$ cat src/rtl/acc_norm_pkg.sv
`timescale 1ns/1ps
package acc_norm_pkg;

   typedef enum logic [1:0] {
      ACT_HOLD  = 2'd0,
      ACT_LEFT  = 2'd1,
      ACT_RIGHT = 2'd2
   } norm_act_e;

   typedef struct packed {
      logic ext_used;
      logic unnorm;
      logic zero;
   } norm_flags_t;

endpackage

$ cat src/rtl/acc_norm_flags.sv
`timescale 1ns/1ps
module acc_norm_flags
   import acc_norm_pkg::*;
#(
   parameter int EXT_W = 8,
   parameter int HI_W  = 24,
   parameter int LO_W  = 24
) (
   input  logic [EXT_W+HI_W+LO_W-1:0] acc_i,
   output norm_flags_t                flags_o
);
   localparam int ACC_W  = EXT_W + HI_W + LO_W;
   localparam int TOP_MB = HI_W + LO_W - 1;   // mantissa sign position

   // one inequality per adjacent pair from the mantissa sign up to the MSB
   logic [EXT_W-1:0] guard_diff;

   generate
      for (genvar i = 0; i < EXT_W; i++) begin : g_guard
         assign guard_diff[i] = acc_i[TOP_MB+i+1] ^ acc_i[TOP_MB+i];
      end
   endgenerate

   always_comb begin
      flags_o.ext_used = |guard_diff;
      flags_o.unnorm   = ~(acc_i[TOP_MB] ^ acc_i[TOP_MB-1]);
      flags_o.zero     = ~|acc_i[ACC_W-1:0];
   end
endmodule

$ cat src/rtl/acc_norm_decide.sv
`timescale 1ns/1ps
module acc_norm_decide
   import acc_norm_pkg::*;
(
   input  logic        step_i,
   input  logic        load_i,
   input  norm_flags_t flags_i,
   output norm_act_e   act_o
);
   always_comb begin
      act_o = ACT_HOLD;
      if (step_i && !load_i) begin
         if (flags_i.ext_used)
            act_o = ACT_RIGHT;
         else if (flags_i.unnorm && !flags_i.zero)
            act_o = ACT_LEFT;
      end
   end
endmodule

$ cat src/rtl/acc_norm_shift.sv
`timescale 1ns/1ps
module acc_norm_shift
   import acc_norm_pkg::*;
#(
   parameter int ACC_W = 56
) (
   input  logic [ACC_W-1:0] acc_i,
   input  norm_act_e        act_i,
   output logic [ACC_W-1:0] acc_o
);
   always_comb begin
      unique case (act_i)
         ACT_LEFT:  acc_o = {acc_i[ACC_W-2:0], 1'b0};
         ACT_RIGHT: acc_o = {acc_i[ACC_W-1], acc_i[ACC_W-1:1]};
         default:   acc_o = acc_i;
      endcase
   end
endmodule

$ cat src/rtl/acc_norm_counter.sv
`timescale 1ns/1ps
module acc_norm_counter
   import acc_norm_pkg::*;
#(
   parameter int CNT_W = 16
) (
   input  logic             clk,
   input  logic             rst_n,
   input  logic             load_i,
   input  logic [CNT_W-1:0] load_val_i,
   input  norm_act_e        act_i,
   output logic [CNT_W-1:0] cnt_o
);
   localparam logic [CNT_W-1:0] ONE = CNT_W'(1);

   always_ff @(posedge clk) begin
      if (!rst_n)
         cnt_o <= '0;
      else if (load_i)
         cnt_o <= load_val_i;
      else begin
         unique case (act_i)
            ACT_LEFT:  cnt_o <= cnt_o - ONE;
            ACT_RIGHT: cnt_o <= cnt_o + ONE;
            default:   cnt_o <= cnt_o;
         endcase
      end
   end
endmodule

$ cat src/rtl/acc_norm_step.sv
`timescale 1ns/1ps
module acc_norm_step
   import acc_norm_pkg::*;
#(
   parameter int EXT_W = 8,
   parameter int HI_W  = 24,
   parameter int LO_W  = 24,
   parameter int CNT_W = 16
) (
   input  logic                       clk,
   input  logic                       rst_n,
   input  logic                       load_i,
   input  logic [EXT_W+HI_W+LO_W-1:0] load_acc_i,
   input  logic [CNT_W-1:0]           load_cnt_i,
   input  logic                       load_ovf_i,
   input  logic                       load_lim_i,
   input  logic                       step_i,
   output logic [EXT_W+HI_W+LO_W-1:0] acc_o,
   output logic [CNT_W-1:0]           cnt_o,
   output logic                       flag_e_o,
   output logic                       flag_u_o,
   output logic                       flag_z_o,
   output logic                       flag_ovf_o,
   output logic                       flag_lim_o
);
   localparam int ACC_W = EXT_W + HI_W + LO_W;

   generate
      if (EXT_W < 1) begin : g_bad_ext
         $error("acc_norm_step: EXT_W must be at least 1");
      end
      if (HI_W + LO_W < 2) begin : g_bad_mant
         $error("acc_norm_step: mantissa must be at least 2 bits");
      end
      if (CNT_W < 2) begin : g_bad_cnt
         $error("acc_norm_step: CNT_W must be at least 2");
      end
   endgenerate

   logic [ACC_W-1:0] acc_q;
   logic [ACC_W-1:0] acc_shifted;
   norm_flags_t      flags;
   norm_act_e        act;
   logic             ovf_q;
   logic             lim_q;

   acc_norm_flags #(.EXT_W(EXT_W), .HI_W(HI_W), .LO_W(LO_W)) u_flags (
      .acc_i   (acc_q),
      .flags_o (flags)
   );

   acc_norm_decide u_decide (
      .step_i  (step_i),
      .load_i  (load_i),
      .flags_i (flags),
      .act_o   (act)
   );

   acc_norm_shift #(.ACC_W(ACC_W)) u_shift (
      .acc_i (acc_q),
      .act_i (act),
      .acc_o (acc_shifted)
   );

   acc_norm_counter #(.CNT_W(CNT_W)) u_cnt (
      .clk        (clk),
      .rst_n      (rst_n),
      .load_i     (load_i),
      .load_val_i (load_cnt_i),
      .act_i      (act),
      .cnt_o      (cnt_o)
   );

   always_ff @(posedge clk) begin
      if (!rst_n) begin
         acc_q <= '0;
         ovf_q <= 1'b0;
         lim_q <= 1'b0;
      end else if (load_i) begin
         acc_q <= load_acc_i;
         ovf_q <= load_ovf_i;
         lim_q <= load_lim_i;
      end else begin
         acc_q <= acc_shifted;
         if (step_i) begin
            ovf_q <= 1'b0;
            lim_q <= 1'b0;
         end
      end
   end

   assign acc_o      = acc_q;
   assign flag_e_o   = flags.ext_used;
   assign flag_u_o   = flags.unnorm;
   assign flag_z_o   = flags.zero;
   assign flag_ovf_o = ovf_q;
   assign flag_lim_o = lim_q;
endmodule

$ cat config.mk
export PLATFORM = sky130hd
export DESIGN_NAME = acc_norm_step
export DESIGN_NICKNAME = d
export VERILOG_FILES = /design/src/rtl/acc_norm_pkg.sv /design/src/rtl/acc_norm_flags.sv /design/src/rtl/acc_norm_decide.sv /design/src/rtl/acc_norm_shift.sv /design/src/rtl/acc_norm_counter.sv /design/src/rtl/acc_norm_step.sv
export SDC_FILE = /design/constraint.sdc
export NUM_CORES = 1
export LEC_CHECK = 0
export CAP_MARGIN = 25
export CORE_UTILIZATION = 54
export DETAILED_ROUTE_END_ITERATION = 12
export DONT_BUFFER_PORTS = 1
export PLACE_DENSITY = 0.67
export SYNTH_ARGS = -nofsm -noshare
export SYNTH_HDL_FRONTEND = slang
export SYNTH_SLANG_ARGS = --single-unit
$ cat constraint.sdc
create_clock -name clk -period 10.81 [get_ports clk]
set_clock_uncertainty 0.05 [all_clocks]
set_input_delay 0.5405 -clock clk [delete_from_list [all_inputs] [get_ports clk]]
set_output_delay 0.5405 -clock clk [all_outputs]
set_load 0.01 [all_outputs]
======== Word-level counts from Yosys, hierarchy flattened ========
Index checks and enable logic that the tools add are counted.
word-level totals
  bits in registers ....................... 74
  output and inout bits ................... 77
  input bits .............................. 78
operators by class
  equal/unequal tests ..................... 3
  bitwise gates (word level) .............. 10
  mux-type cells .......................... 10
  add/sub/neg operators ................... 2
  reductions and logical operators ........ 10
operators by type and width
  cell                     count
  $pmux W56 S2             1
  $mux W56                 1
  $reduce_or A56 Y1        1
  $pmux W16 S2             1
  $add A16 B1 Y16 const B  1
  $mux W16                 1
  $sub A16 B1 Y16 const B  1
  $xor A1 B1 Y1            9
  $reduce_or A8 Y1         1
  $mux W1                  4
  $mux W2                  2
  $reduce_bool A2 Y1       2
  $reduce_bool A3 Y1       1
  $eq A2 B1 Y1 const B     1
  $eq A2 B2 Y1 const B     1
  $logic_and A1 B1 Y1      2
  $logic_not A1 Y1         2
  $ne A2 B2 Y1 const B     1
  $reduce_and A2 Y1        1
  $not A1 Y1               1

======== Logic depth before layout (Yosys ltp) ========
Gate-level depths: netlist of run 1.
  word-level depth ........................ 9
  depth in mapped cells ................... 13

======== Modules after synthesis ========
Synthesis of run 1 repeated with hierarchy kept, for this count alone.
second synthesis, totals
  cells, all modules ...................... 617
  area total of the unflattened synthesis .. 5178.7 µm²
modules (own cells, without submodules)
  module            cells each  area an instance (µm²)  times used  sequential area each (µm²)
  acc_norm_step     187         2195.9                  1           1161.1
  acc_norm_counter  190         1516.5                  1           320.3
  acc_norm_shift    196         1143.6                  1           0.0
  acc_norm_flags    41          300.3                   1           0.0
  acc_norm_decide   3           22.5                    1           0.0

======== Worst setup path after synthesis of run 1 ========
OpenSTA, ideal clock, no wires.
  kind .................................... register to register
  start ................................... register acc_q[48], in the netlist acc_o[48]
  end ..................................... register u_cnt.cnt_o[14]
  clock period less this slack ............ 3.744 ns
  arrival time ............................ 3.624 ns
  slack ................................... 7.066 ns
  stages on the path, launching flop included .. 13
  setup time .............................. 0.071 ns
  data required time ...................... 10.689 ns
  cells stage by stage .................... dfxtp_1 > inv_1 > ha_1 > nor4_1 > nand2_1 > o211ai_1 > ha_1 > a21o_1 > a221oi_1 > a31o_2 > mux2i_1 > o211ai_1 > a21oi_1
on the way
  longest elaborated chain between the ends .. 8
  elaborated cells between the ends (all ways) .. 13
  those cells by class .................... eq/ne: 2; mux: 5; bitwise: 2; reduce/logical: 4
ends and longest elaborated chain
  item                                          RTL line                source
  from (decl)                                   acc_norm_step.sv:40     logic [ACC_W-1:0] acc_q;
  from (signal assigned)                        acc_norm_step.sv:80     acc_q <= load_acc_i;
  from (signal assigned)                        acc_norm_step.sv:84     acc_q <= acc_shifted;
  $reduce_or A56 Y1                             acc_norm_flags.sv:27    flags_o.zero = ~|acc_i[ACC_W-1:0];
  $logic_and A1 B1 Y1                           acc_norm_decide.sv:15   else if (flags_i.unnorm && !flags_i.zero)
  $mux W1                                       acc_norm_decide.sv:15
  $mux W2 *                                     acc_norm_decide.sv:13   if (flags_i.ext_used)
  $mux W2 *                                     acc_norm_decide.sv:12   if (step_i && !load_i) begin
  $eq A2 B2 Y1 or $eq A2 B1 Y1 (tied branches)  acc_norm_counter.sv:22  unique case (act_i)
  $pmux W16 S2                                  acc_norm_counter.sv:22
  $mux W16                                      acc_norm_counter.sv:19  else if (load_i)
  to (signal assigned)                          acc_norm_counter.sv:20  cnt_o <= load_val_i;
  to (signal assigned)                          acc_norm_counter.sv:23  ACT_LEFT: cnt_o <= cnt_o - ONE;
  to (signal assigned)                          acc_norm_counter.sv:24  ACT_RIGHT: cnt_o <= cnt_o + ONE;
  to (decl)                                     acc_norm_counter.sv:12  output logic [CNT_W-1:0] cnt_o
Every way passes the cells marked *; elsewhere a longest branch is shown, timed or not.
A chain may end at the register's enable or synchronous reset.

======== Worst setup path in the final report of run 1 ========
Same ends and word-level chain as after synthesis.

==> results of run 1 <==
==> synth_stat cells (11+ instances only) <==
cell type	number
o22ai_1	45
dfxtp_1	74
nand2_1	70
o21ai_0	113
a21oi_1	22
clkbuf_1	30
xnor2_1	15
nor2_1	14
ha_1	20
nand3_1	16
inv_1	13
o21ai_1	11
mux2_2	47
==> per-layer routing <==
layer / global-route usage [%] / vias to the layer above / part of all wire (%)
met3: 6.40 / 25 / 7.7
met2: 43.1 / 166 / 46
met1: 39.3 / 2153 / 44
met5: 0 / - / 0
met4: 8.96 / 0 / 2.3
li1: - / 2210 / -
==> flip-flops by register name, summed over array words and instances (netlist names) <==
name,count
acc_o,56
flag_lim_o,1
flag_ovf_o,1
u_cnt.cnt_o,16
==> stage by stage <==
stage	area, um2	hold WS (ns)	instances	util, %
finish	5020	0.297	684	57.3
global route	5020	0.275	684	57.3
CTS	5020	0.276	684	57.3
detailed placement	4810	0.497	668	54.9
global placement	4810	0.491	668	54.9
floorplan	4890	0.458	608	-
==> cell families after synthesis <==
logic type | after synthesis | synth area share, %
buffers and inverters | 68 | 6.63
multiplexers | 55 | 12.5
adder cells (fa/ha/maj) | 21 | 5.53
XOR/XNOR | 18 | 3.22
AO/OA/AOI/OAI | 242 | 29.3
AND/OR/NAND/NOR | 130 | 12.6
flip-flops | 74 | 30.3
==> worst paths after layout <==
check                                      end                   start  slack (ns)
hold / removal         flag_ovf_o$_SDFFE_PN0P_              load_ovf_i        0.30
hold reg to reg         acc_o[43]$_SDFFE_PN0P_  acc_o[43]$_SDFFE_PN0P_        0.50
setup reg to reg  u_cnt.cnt_o[14]$_SDFFE_PN0P_  acc_o[48]$_SDFFE_PN0P_        7.00
setup / recovery  u_cnt.cnt_o[14]$_SDFFE_PN0P_  acc_o[48]$_SDFFE_PN0P_        7.00
==> report_power, final <==
part | internal [mW] | switching, mW | leakage (nW)
Sequential | 0.303 | 0.0573 | 0.613
Combinational | 0.126 | 0.146 | 1.11
Clock | 0.130 | 0.105 | 0.107
Total | 0.560 | 0.308 | 1.83
==> cell type report <==
cell class | count | area [um2]
Clock inverter | 5 | 78.8
Clock buffer | 11 | 131
Tap cell | 108 | 135
Inverter | 15 | 56.3
Multi-Input combinational cell | 466 | 3100
Sequential cell | 74 | 1480
Timing Repair Buffer | 5 | 37.5
Fill cell | 819 | 3750
==> critical path: stages (launching register included) <==
cell and delay, ns:
dfxtp_1 0.47, inv_1 0.13, ha_1 0.31, nor4_1 0.30, nand2_1 0.19, o211ai_1 0.21
buf_4 0.27, ha_1 0.32, a21o_1 0.24, a221oi_1 0.51, a31o_2 0.28, mux2i_1 0.19
o211ai_1 0.10, a21oi_1 0.15
==> impl_metrics.ini, run 1 <==
[clock_tree]
cts_resized = 0
post-cts-setup-buffers = 0
numCtsBuffers = 9
clkSlewWorstSetupHoldPaths_ns = 0.08
cts_hold_buffers = 0
clk_latency_ns = 0.34
cts.sinks = 74
cts_root_buf = clkbuf_8
clk_path_buf_depth = 2
htree_levels = 3
tritoncts = done

[logic_synthesis]
ys_ff_latch = 74
netlist_area_mm2 = 0.00489
yosys-top-cells-area = dfxtp_1 30%, o21ai_0 12%, mux2_2 11%, o22ai_1 5.8%, nand2_1 5.4%
yosysSeqAreaShare_pct = 30.3
synthArstFlopShare_pct = 0
ys_types = 49
synth_fp_nets = 707
ys_warn_count = 0
syn_avg_cell_area_um2 = 8.04
yosysTopAreaCell = dfxtp_1
synth_enable_flop_cells = 0
syn-instance-count = 608
synth_ff_type = dfxtp_1
yosysTopAreaCellShare_pct = 30.3

[detailed_routing]
num_vias = 4554
wl_per_cell_um = 19.5
post-route-drc-count = 0
routed_wl_um = 13400
postRouteAntennaNets = 0
dr.pass1.iters = 5
drt-initial-drc-count = 309
viasPerCell = 6.66

[final_layout]
final_cell_mix = 112 x o21ai_0, 74 x dfxtp_1, 70 x nand2_1
final_common_cell = o21ai_0
syn_to_final_growth_pct = 2.58
fin_nets = 670
antenna_cells = 0
drive_above_1_share_pct = 12.7

[timing]
timing.final.crit_share_pct = 35.3
fin_ws_ns = 7.00
finalHoldViolCount = 0
rsz0062_at_grt = no
finalSetupViolCount = 0
final_max_slew_viol_count = 0
min_period_ns = 3.81
fin_setup_tns_ns = 0
slew_headroom_pct = 43.8
fmax_ghz = 0.262
tightest_slew_ns = 0.844

[floorplanning]
die_area_mm2 = 0.00944
ioPinCount = 155
core-area_mm2 = 0.00876
rows = 34
die_x_um = 97.2
initial_core_util_pct = 55.8
die_y_um = 97.2

[worst_hold_path]
worstHoldPathCells = 2
hold_path_class = in -> reg

[worst_setup_path]
crit_path_end_kind = flop
arrival_ns = 4.02
critPathLaunchType = flop
r2r_cells = 13
crit_fanout = 17
critPathKind = reg -> reg
cp.required_ns = 11.02

[power]
power.density_mw_per_mm2 = 173
p_total_mw = 0.868
power.leakage_nw = 1.83
max-vdd-ir-drop_mv = 0.0838

[job]
drv_cap = 0

[grt]
grt_usage_pct = 28.2
grt_max_degree = 118
grt_pass1_wl_um = 21800
overflow = 0
grt_antenna_before_repair = 0
first_global_vias = 4146

[place]
port_buffers = 0
dpl_worst_slack_ns = 7.07
hpwl_um = 8850
routabilityCongestion = 0.842

[outcome]
status = complete, no violations
No activity file was read; power rests on OpenSTA's default activity.
==> inputs of run 2 (changes only) <==
- PLACE_DENSITY: 0.67 -> 0.7
- clock period: 10.81 -> 3.1 ns (I/O delays scaled with it)
==> run 2 against run 1 <==
  * The run now ends with negative setup slack left
  * Setup slack lost 7.0 ns
  * Hold slack worse by 0.29 ns
  * Non-clock buffer count grew 96
  * Sequential share of layout area fell by 5.6 points
  * Critical path depth increased by 1
  * Critical endpoint unchanged
  * Largest cell class unchanged
  * Highest routed layer unchanged
==> impl_metrics.ini, run 2 (synthesis results as in run 1) <==
[outcome]
status = finished with violations
violations = negative setup slack

[place]
dpl_worst_slack_ns = 0.0387
hpwl_um = 8970
dp_cells = 686
place_area_mm2 = 0.00500
port_buffers = 0
routabilityCongestion = 0.871

[worst_setup_path]
r2r_cells = 14
crit_path_end_kind = flop
rr_endpoint = u_cnt.cnt_o[14]$_SDFFE_PN0P_
crit_fanout = 8
endpoint = u_cnt.cnt_o[14]$_SDFFE_PN0P_
slowest_delay_ns = 0.37
critPathLaunchType = flop
cp.required_ns = 3.32
reg2reg_from = acc_o[48]$_SDFFE_PN0P_
arrival_ns = 3.32
crit_chain = inv_2 > ha_4 > nor4_4 > nand2_1 > o211ai_1 > buf_4 > buf_8 > ha_2 > a211oi_2 > o21bai_1 > mux2_2 > o21ai_1 > o211ai_1 > a21oi_1
critPathLaunch = acc_o[48]$_SDFFE_PN0P_
cp_common_cell = o211ai_1
slowest_stage = mux2_2
ff2ff_setup_slack_ns = -0.006
critPathKind = reg -> reg

[clock_tree]
clk_path_buf_depth = 2
clkSlewWorstSetupHoldPaths_ns = 0.08
cts_root_buf = clkbuf_8
cts.sinks = 74
numCtsBuffers = 9
clk_latency_ns = 0.35
htree_levels = 3
tritoncts = done

[final_layout]
multiInputGateArea_mm2 = 0.00338
syn_to_final_growth_pct = 28.1
largest_reg_flops = 56
final_common_cell = o21ai_0
fin_nets = 766
utilization_pct = 71.5
fillers = 671
stdcell_count = 779
antenna_cells = 0
ff_latch_area_mm2 = 0.00150
stdcell_area_mm2 = 0.00626
drive_above_1_share_pct = 22.2
final_cell_mix = 106 x o21ai_0, 70 x nand2_1, 68 x dlygate4sd3_1

[detailed_routing]
postRouteAntennaNets = 0
num_vias = 5015
wl_per_cell_um = 19.8
drt-initial-drc-count = 254
post-route-drc-count = 0
dr.pass1.iters = 4
routed_wl_um = 15400
viasPerCell = 6.44

[timing]
tightest_slew_ns = 0.842
fin_setup_tns_ns = -0.00612
fin_ws_ns = -0.00612
min_period_ns = 3.11
whs_ns = 0.00922
finalHoldViolCount = 0
rsz0062_at_grt = yes
finalSetupViolCount = 1
slew_headroom_pct = 43.9
timing.final.crit_share_pct = 100
final_max_slew_viol_count = 0
fmax_ghz = 0.322

[power]
clkPwrFrac_pct = 23.4
p_int_mw = 2.13
max-vdd-ir-drop_mv = 0.326
power.leakage_nw = 2.28
seq_power_share_pct = 37.3
combPwrFrac_pct = 39.3
p_total_mw = 3.36
switching_power_mw = 1.23
power.density_mw_per_mm2 = 536
swShare_pct = 36.7

[grt]
grt_usage_pct = 30.5
first_global_vias = 4665
grt_antenna_before_repair = 0
grt_max_degree = 116
overflow = 0
grt_pass1_wl_um = 23700

[floorplanning]
rows = 34
ioPinCount = 155
core-area_mm2 = 0.00876
die_x_um = 97.2
initial_core_util_pct = 55.8
die_area_mm2 = 0.00944
die_y_um = 97.2

[job]
drv_cap = 0

[worst_hold_path]
hold_path_class = in -> reg
## run 2: final cells by class
| cell class | instances | share of cell area (%) |
|---|---|---|
| clock buffers | 11 | 2.42 |
| clock inverters | 4 | 0.819 |
| inverters | 15 | 0.899 |
| multi-input cells | 466 | 53.9 |
| flip-flops and latches | 74 | 23.9 |
| well taps | 108 | 2.16 |
| repair buffers | 101 | 15.9 |
## run 2: how the worst min path moves through the flow
stage / endpoint / cells past startpoint / from / slack [ns]
6_report: acc_o[38]$_SDFFE_PN0P_ / 2 / load_acc_i[38] / 0.009
5_1_grt: acc_o[39]$_SDFFE_PN0P_ / 2 / load_acc_i[39] / 0.01
4_1_cts: acc_o[31]$_SDFFE_PN0P_ / 2 / load_acc_i[31] / 0.0006
3_5_place_dp: u_cnt.cnt_o[3]$_SDFFE_PN0P_ / 2 / rst_n / 0.26
3_3_place_gp: flag_ovf_o$_SDFFE_PN0P_ / 2 / load_ovf_i / 0.25
2_1_floorplan: flag_lim_o$_SDFFE_PN0P_ / 2 / load_lim_i / 0.25
## run 2: critical path, delay by kind of cell, from the launching register on
family          cells  cell delay, ns
compound gates      6            0.94
mux                 1            0.37
simple gates        2            0.37
buf+inv             3            0.48
flops               1            0.34
fa+ha+maj           2            0.48
## run 2: power by group through the flow
stage	Sequential, mW	Combinational (mW)	Clock [mW]
after floorplan	1.23	0.842	0
after global routing	1.27	1.44	0.830
after global placement	1.26	0.987	0
after CTS	1.24	1.12	0.796
final	1.25	1.32	0.787
after detailed placement	1.26	1.02	0
## run 2: what timing repair did
item                       CTS  global route
hold buffers                70             0
hold endpoints to repair    72             0
setup endpoints to repair    0             9
gates resized for setup      0            47
setup buffers                0             7
## run 2: routing by layer
layer / track usage [%] / vias up / wire length, um
met5: 0 / - / 0
met2: 49.2 / 206 / 7090
met1: 39.8 / 2370 / 6910
met3: 6.76 / 38 / 1020
met4: 11.6 / 0 / 418
li1: - / 2401 / -
